[config.mk]
export PLATFORM = sky130hd
export DESIGN_NAME = pp_pwm_ctrl
export DESIGN_NICKNAME = d
export VERILOG_FILES = /design/src/rtl/pp_pwm_pkg.sv /design/src/rtl/pp_ramp.sv /design/src/rtl/pp_softstart.sv /design/src/rtl/pp_steer.sv /design/src/rtl/pp_pwm_ctrl.sv
export SDC_FILE = /design/constraint.sdc
export NUM_CORES = 1
export LEC_CHECK = 0
export CAP_MARGIN = 40
export CORE_AREA = 2 2 93 95
export CTS_CLUSTER_SIZE = 24
export DETAILED_ROUTE_END_ITERATION = 8
export DIE_AREA = 0 0 95 97
export DONT_BUFFER_PORTS = 1
export GPL_TIMING_DRIVEN = 1
export HOLD_SLACK_MARGIN = 0.08
export SLEW_MARGIN = 10
export SYNTH_ARGS = -nofsm -noshare
export SYNTH_HDL_FRONTEND = slang
export SYNTH_SLANG_ARGS = --single-unit
[constraint.sdc]
create_clock -name clk_i -period 5.5 [get_ports clk_i]
set_input_delay 0.55 -clock clk_i [delete_from_list [all_inputs] [get_ports clk_i]]
set_output_delay 0.55 -clock clk_i [all_outputs]
set_load 0.01 [all_outputs]
[src/rtl/pp_pwm_pkg.sv]
package pp_pwm_pkg;
  typedef enum logic {
    PH_SPENT = 1'b0,
    PH_ARMED = 1'b1
  } pp_phase_e;
endpackage

[src/rtl/pp_ramp.sv]
module pp_ramp #(
  parameter int CNT_W = 8
) (
  input  logic             clk_i,
  input  logic             rst_ni,
  input  logic [CNT_W-1:0] period_i,
  input  logic [CNT_W-1:0] dead_i,
  input  logic             sync_ni,
  output logic [CNT_W-1:0] cnt_o,
  output logic [CNT_W-1:0] dead_o,
  output logic             wrap_o,
  output logic             start_o
);
  localparam logic [CNT_W-1:0] ONE = CNT_W'(1);

  logic [CNT_W-1:0] cnt_q, per_q, dead_q;
  logic             wrap;

  assign wrap = (cnt_q == per_q) || !sync_ni;

  // config captured only at a cycle boundary
  always_ff @(posedge clk_i or negedge rst_ni) begin
    if (!rst_ni) begin
      cnt_q  <= '0;
      per_q  <= '0;
      dead_q <= '0;
    end else if (wrap) begin
      cnt_q  <= '0;
      per_q  <= period_i;
      dead_q <= dead_i;
    end else begin
      cnt_q  <= cnt_q + ONE;
    end
  end

  assign cnt_o   = cnt_q;
  assign dead_o  = dead_q;
  assign wrap_o  = wrap;
  assign start_o = (cnt_q == '0);
endmodule

[src/rtl/pp_softstart.sv]
module pp_softstart #(
  parameter int CNT_W  = 8,
  parameter int FRAC_W = 4
) (
  input  logic             clk_i,
  input  logic             rst_ni,
  input  logic             ss_rst_ni,
  input  logic             wrap_i,
  input  logic [CNT_W-1:0] step_i,
  output logic [CNT_W-1:0] ceil_o
);
  localparam int ACC_W = CNT_W + FRAC_W;

  logic [ACC_W-1:0] acc_q;
  logic [CNT_W-1:0] step_q;
  logic [ACC_W:0]   sum;

  assign sum = {1'b0, acc_q} + {{(FRAC_W+1){1'b0}}, step_q};

  always_ff @(posedge clk_i or negedge rst_ni) begin
    if (!rst_ni) begin
      acc_q  <= '0;
      step_q <= '0;
    end else begin
      if (wrap_i) step_q <= step_i;
      if (!ss_rst_ni)  acc_q <= '0;
      else if (wrap_i) acc_q <= sum[ACC_W] ? {ACC_W{1'b1}} : sum[ACC_W-1:0];
    end
  end

  assign ceil_o = acc_q[ACC_W-1 -: CNT_W];
endmodule

[src/rtl/pp_steer.sv]
module pp_steer #(
  parameter int CNT_W = 8
) (
  input  logic             clk_i,
  input  logic             rst_ni,
  input  logic [CNT_W-1:0] cnt_i,
  input  logic [CNT_W-1:0] dead_i,
  input  logic [CNT_W-1:0] eff_i,
  input  logic             wrap_i,
  input  logic             ilim_i,
  input  logic             shdn_ni,
  output logic             out_a_o,
  output logic             out_b_o
);
  import pp_pwm_pkg::*;

  pp_phase_e phase_q;
  logic      sel_q;
  logic      past_dead, win, go, pulse;

  assign past_dead = (cnt_i >= dead_i);
  assign win       = past_dead && (cnt_i < eff_i);
  assign go        = win && !ilim_i && shdn_ni;
  assign pulse     = (phase_q == PH_ARMED) && go;

  // latch spends itself the first clock the window is not driving
  always_ff @(posedge clk_i or negedge rst_ni) begin
    if (!rst_ni) begin
      phase_q <= PH_SPENT;
      sel_q   <= 1'b1;
    end else if (wrap_i) begin
      phase_q <= PH_ARMED;
      sel_q   <= ~sel_q;
    end else if (phase_q == PH_ARMED && past_dead && !go) begin
      phase_q <= PH_SPENT;
    end
  end

  assign out_a_o = pulse && !sel_q;
  assign out_b_o = pulse &&  sel_q;
endmodule

[src/rtl/pp_pwm_ctrl.sv]
module pp_pwm_ctrl #(
  parameter int CNT_W  = 8,
  parameter int FRAC_W = 4
) (
  input  logic             clk_i,
  input  logic             rst_ni,
  input  logic [CNT_W-1:0] period_i,
  input  logic [CNT_W-1:0] dead_i,
  input  logic [CNT_W-1:0] demand_i,
  input  logic [CNT_W-1:0] ss_step_i,
  input  logic             shdn_ni,
  input  logic             sync_ni,
  input  logic             ss_rst_ni,
  input  logic             ilim_i,
  output logic             out_a_o,
  output logic             out_b_o,
  output logic             cyc_start_o
);
  logic [CNT_W-1:0] cnt, dead_cur, ceil, eff;
  logic             wrap;

  pp_ramp #(.CNT_W(CNT_W)) u_ramp (
    .clk_i   (clk_i),
    .rst_ni  (rst_ni),
    .period_i(period_i),
    .dead_i  (dead_i),
    .sync_ni (sync_ni),
    .cnt_o   (cnt),
    .dead_o  (dead_cur),
    .wrap_o  (wrap),
    .start_o (cyc_start_o)
  );

  pp_softstart #(.CNT_W(CNT_W), .FRAC_W(FRAC_W)) u_ss (
    .clk_i    (clk_i),
    .rst_ni   (rst_ni),
    .ss_rst_ni(ss_rst_ni),
    .wrap_i   (wrap),
    .step_i   (ss_step_i),
    .ceil_o   (ceil)
  );

  assign eff = (demand_i < ceil) ? demand_i : ceil;

  pp_steer #(.CNT_W(CNT_W)) u_steer (
    .clk_i  (clk_i),
    .rst_ni (rst_ni),
    .cnt_i  (cnt),
    .dead_i (dead_cur),
    .eff_i  (eff),
    .wrap_i (wrap),
    .ilim_i (ilim_i),
    .shdn_ni(shdn_ni),
    .out_a_o(out_a_o),
    .out_b_o(out_b_o)
  );
endmodule

; Yosys cells after proc, flatten, opt, wreduce, memory -nomap -nowiden
; Cells that the tools add are included.
; W data, S select, Z words.
[op_classes]
n_addsub = 2
reduce_logical = 15
eq_ne = 2
n_bitwise = 1
magnitude_cmp = 3
muxes = 7
[ops]
columns = op, count
row1 = $mux W12, 3
row2 = $lt A8 B8 Y1, 2
row3 = $mux W8, 2
row4 = $add A12 B8 Y13, 1
row5 = $add A8 B1 Y8 const B, 1
row6 = $eq A8 B8 Y1, 1
row7 = $ge A8 B8 Y1, 1
row8 = $logic_and A1 B1 Y1, 8
row9 = $logic_not A8 Y1, 1
row10 = $logic_not A1 Y1, 4
row11 = $mux W1, 2
row12 = $ne A2 B1 Y1 const B, 1
row13 = $reduce_bool A2 Y1, 1
row14 = $logic_or A1 B1 Y1, 1
row15 = $not A1 Y1, 1
[totals]
input_bits = 38
word_cells = 37
regBits = 46
out_inout_bits = 3

; Logic depth before layout (Yosys ltp)
[logic_depth]
depth_word = 10
mapped_depth = 14
depth_no_buf = 13

; Cells and area by module
; Synthesis repeated with hierarchy kept, for this count alone.
[unflattened]
cells_unflattened = 290
hier_area_um2 = 3113.0
[modules_own_cells]
columns = module, seq_area_each_um2, area_per_inst_um2, cells_each, n_inst
row1 = pp_softstart, 500.5, 1239.9, 122, 1
row2 = pp_ramp, 600.6, 1121.1, 80, 1
row3 = pp_steer, 51.3, 474.2, 56, 1
row4 = pp_pwm_ctrl, 0.0, 277.8, 32, 1

; Least setup slack after synthesis
; OpenSTA, ideal clock, no wires.
[synth_path]
path_type = in2out
start = input port demand_i[2]
end = output port out_b_o
required_time_ps = 4950
arrival_ps = 3282
path_slack_ps = 1668
stages = 11
path_buffers = 1
cell_sequence = ha_1 a211oi_1 o21ai_0 a21oi_1 clkbuf_1 a21oi_1 ha_1 a211o_1 a2111oi_0 nand4_1 nor3b_1
[synth_via]
elab_chain_len = 8
[synth_rtl]
columns = item, line
row1 = from (decl), pp_pwm_ctrl.sv:9  ; input logic [CNT_W-1:0] demand_i,
row2 = $lt A8 B8 Y1, pp_pwm_ctrl.sv:43  ; assign eff = (demand_i < ceil) ? demand_i : ceil;
row3 = $mux W8 *, pp_pwm_ctrl.sv:43
row4 = $lt A8 B8 Y1 *, pp_steer.sv:22  ; assign win = past_dead && (cnt_i < eff_i);
row5 = $logic_and A1 B1 Y1 *, pp_steer.sv:22
row6 = $logic_and A1 B1 Y1 * (2 in series), pp_steer.sv:23  ; assign go = win && !ilim_i && shdn_ni;
row7 = $logic_and A1 B1 Y1 *, pp_steer.sv:24  ; assign pulse = (phase_q == PH_ARMED) && go;
row8 = $logic_and A1 B1 Y1 *, pp_steer.sv:40  ; assign out_b_o = pulse && sel_q;
row9 = to (decl), pp_pwm_ctrl.sv:16  ; output logic out_b_o,
; Every way passes the cells marked *; elsewhere a longest branch is shown, timed or not.

; Worst setup path in the final report
[layout_path]
start = register u_ss.acc_q[6]
end = output port out_b_o
[layout_via]
elab_chain_len = 8
[layout_rtl]
columns = item, line
row1 = from (decl), pp_softstart.sv:14  ; logic [ACC_W-1:0] acc_q;
row2 = from (signal assigned), pp_softstart.sv:27  ; else if (wrap_i) acc_q <= sum[ACC_W] ? {ACC_W{1'b1}} : sum[ACC_W-1:0];
row3 = $lt A8 B8 Y1, pp_pwm_ctrl.sv:43
row4 = $mux W8 *, pp_pwm_ctrl.sv:43
row5 = $lt A8 B8 Y1 *, pp_steer.sv:22
row6 = $logic_and A1 B1 Y1 *, pp_steer.sv:22
row7 = $logic_and A1 B1 Y1 * (2 in series), pp_steer.sv:23
row8 = $logic_and A1 B1 Y1 *, pp_steer.sv:24
row9 = $logic_and A1 B1 Y1 *, pp_steer.sv:40
; Marks and branches as above.

==> metrics.md <==
| Metric | Value |
|---|---|
| Total Routing Usage GR | 0.1437 |
| Number of global-route vias before repair | 2234 |
| Die Wd | 95 um |
| PwrDens | 275.6 nW/um^2 |
| Post-CTS Setup Inserts | 0 |
| Final Cycle Share | 0.8120 |
| Initial Utilization | 0.3607 |
| Wire per inst | 15.02 um |
| CP Capture Type | output port |
| Clock-pin slew on the worst setup and hold paths | 0.10 ns |
| Sequential share of power | 0.456 |
| DRT iter0 DRCs | 55 |
| Number of synthesized register bits | 46 |
| Required @ worst endpoint | 4.95 ns |
| Share of the synthesized area in the top cell type | 0.3838 |
| Final Hold Vio Count | 0 |
| Post-CTS sizing | 0 |
| Top post-synthesis cells by area | dfrtp_1, ha_1, nand2_1 |
| Status | completed |
| P&R area growth vs syn | 8.912% |
| Pint | 0.6122 mW |
| Net Sw Power | 0.2685 mW |
| Root Buffer | clkbuf_8 |
| H-tree depth | 2 |
| CTS Hold Buffers Added | 1 |
| Die area | 9215 sq um |
| Clock buffer depth | 2 |
| Slew headroom | 0.4133 |
| Leak | 1.450 nW |
| Average instance area after synthesis | 9.344 sq um |
| Worst slew pin tran | 0.8801 ns |
| Met3 usage | 0.02960 |
| Ant. Diodes | 0 |
| Clock sinks | 46 |
| Primary FF master, synth | dfrtp_1 |
| DRT Pass-1 Iters | 4 |
| Grt ovf | 0 |
| Worst Hold Class | in2async |
| Setup CP Type | reg2out |
| Remaining DRCs | 0 |
| IO Pins | 41 |
| Commonest non-fill, non-tap cell in the layout | dfrtp_1 |
| Yosys warning count | 0 |
| Max-Cap Viols | 0 |
| Pin count of the biggest net entering global routing | 47 |
| RSZ-0062 raised after global routing | no |
| Clk_lat worst skew | 0.31 ns |
| Fin cells | 421 |
| Dpl ws | 1.228 ns |
| Worst vdd ir | 0.1169 mV |
| Max Clock Skew | 0.01295 ns |
| Post-synthesis instance total | 314 |
| Via/cell ratio | 5.309 |
| Post-route setup TNS | 0 ns |
| Cell variety after synth | 48 |
| Worst setup SP type | flop |
| Cell depth of the worst flop-to-flop path | 12 |
| Fill cells | 810 |
| Global routing's busiest layer | met2 |
| Crit path DAT | 3.92 ns |
| Slew Viols, Final | 0 |
| Final setup viols | 0 |
| Initial antenna violation count | 0 |
| GR Layer Usage met1 | 0.1794 |
| Final WL | 6.323 mm |
| Via count | 2235 |
| Sequential fraction of the synthesis area | 0.3928 |
| Mapped Nets | 385 |
| F_max | 223.9 MHz |
| # nets final | 386 |
| Final Critical Period | 4.466 ns |
| CP max FO | 14 |
| Clk pwr share | 0.296 |
| Final HPWL DP | 4.739 mm |
| FP Rows | 33 |
| Sw Share | 0.3049 |
| Die Y | 97 um |
| Post-synth EDFFs | 0 |
| Top cell type by total area after synthesis | dfrtp_1 |
| PortBufs | 0 |
| Ratio of cells with drive above 1 in the final layout | 0.1044 |
| Netlist area before placement | 2934 sq um |
| Setup WS post-layout | 1.034 ns |
| GP Congestion | 0.7805 |
| Core area | 8134 sq um |
| GRT met2 Usage | 0.2515 |
| Ys async rst share | 1.000 |
| FF+latch area | 1152 sq um |
| Final ANT Viol Nets | 0 |
| Most frequent cells in the layout | dfrtp_1, nand2_1, ha_1, inv_1, nor2_1 |
| Placed insts | 412 |
| Logic pwr share | 0.249 |
| Clock buffer count from CTS | 5 |
| CTS tree | yes |
| Area of the multi-input gates | 1655 sq um |
| First-pass GRT wire length | 10.54 mm |
## power by group through the flow
| stage | clock network [mW] | logic (mW) | registers (mW) |
|---|---|---|---|
| final | 0.260 | 0.219 | 0.401 |
| after global routing | 0.283 | 0.255 | 0.407 |
| after CTS | 0.268 | 0.222 | 0.402 |
| after detailed placement | 0 | 0.211 | 0.409 |
| after global placement | 0 | 0.204 | 0.408 |
| after floorplan | 0 | 0.177 | 0.400 |
## final timing paths
kind                                     from         endpoint  slack [ns]
worst min register to register  u_steer.sel_q    u_steer.sel_q        0.50
min in group clk_i                period_i[1]  u_ramp.per_q[1]        0.35
max in group asynchronous              rst_ni    u_steer.sel_q        5.16
worst max-delay path            u_ss.acc_q[6]          out_b_o        1.03
worst min-delay path                   rst_ni  u_ramp.per_q[1]        0.07
worst max register to register  u_ss.acc_q[6]  u_steer.phase_q        2.03
## synth_stat cells (2+ instances only)
master      n
mux2_2      8
nand2b_1    2
nand2_1    41
nor2_1     24
a211o_1     2
nand4_1     4
nand3b_1    2
o221a_2     8
o21a_1      4
a2111oi_0   2
a21o_1      3
and3_1      3
xnor2_1    14
dfrtp_1    45
xor2_1      6
nor3_1      5
a31oi_1     3
a21oi_1    17
buf_2       2
o211ai_1    4
nor2b_1     2
nand3_1     7
o21ai_0    18
clkbuf_1    6
inv_1      25
a311oi_1    2
ha_1       32
a211oi_1    3
## per-stage QoR
stage | instance area, sq um | hold slack, ns | power (mW) | util
after detailed placement | 3055 | 0.2557 | 0.6205 | 0.3756
final | 3196 | 0.07215 | 0.8807 | 0.3929
after floorplan | 2934 | 0.2544 | 0.5772 | -
after global routing | 3196 | 0.08436 | 0.9454 | 0.3929
after CTS | 3196 | 0.08209 | 0.8915 | 0.3929
after global placement | 3040 | 0.2556 | 0.6123 | 0.3738
## sequential cells by signal, indices dropped and copies added, names as in the netlist
| signal | cells |
|---|---|
| u_ss.acc_q | 12 |
| u_ramp.cnt_o | 8 |
| u_ramp.dead_o | 8 |
| u_ramp.per_q | 8 |
| u_ss.step_q | 8 |
| u_steer.phase_q | 1 |
| u_steer.sel_q | 1 |
## worst max-delay path, stage by stage, from the launching register on
cell and delay (ns):
dfrtp_1 0.39, inv_1 0.07, ha_1 0.28, a211oi_1 0.21
o21ai_0 0.17, a21oi_1 0.71, nor2_1 0.08, a21oi_1 0.16
ha_1 0.26, a211o_1 0.26, a2111oi_0 0.39, nand4_1 0.22
nor3b_1 0.41
## cell type report
type,instances,share of cell area
inverters,25,0.02937
repair buffers,3,0.01566
multi-input cells,234,0.5180
clock inverters,3,0.01370
clock buffers,5,0.02153
well taps,105,0.04111
flip-flops and latches,46,0.3606
## cells by family after synthesis
| logic type | count (synthesis) | synth area share |
|---|---|---|
| xor+xnor | 20 | 0.05970 |
| compound gates | 74 | 0.1740 |
| simple gates | 98 | 0.1518 |
| flops | 46 | 0.3928 |
| fa+ha+maj | 33 | 0.1433 |
| buf+inv | 34 | 0.04435 |
| mux | 9 | 0.03412 |
## per-layer routing
layer,routed length (um),up-vias
met5,0,-
met4,65,0
met3,243,7
met2,3158,31
met1,2856,1083
li1,-,1114
Note: power is estimated with default switching activity, not from simulation.
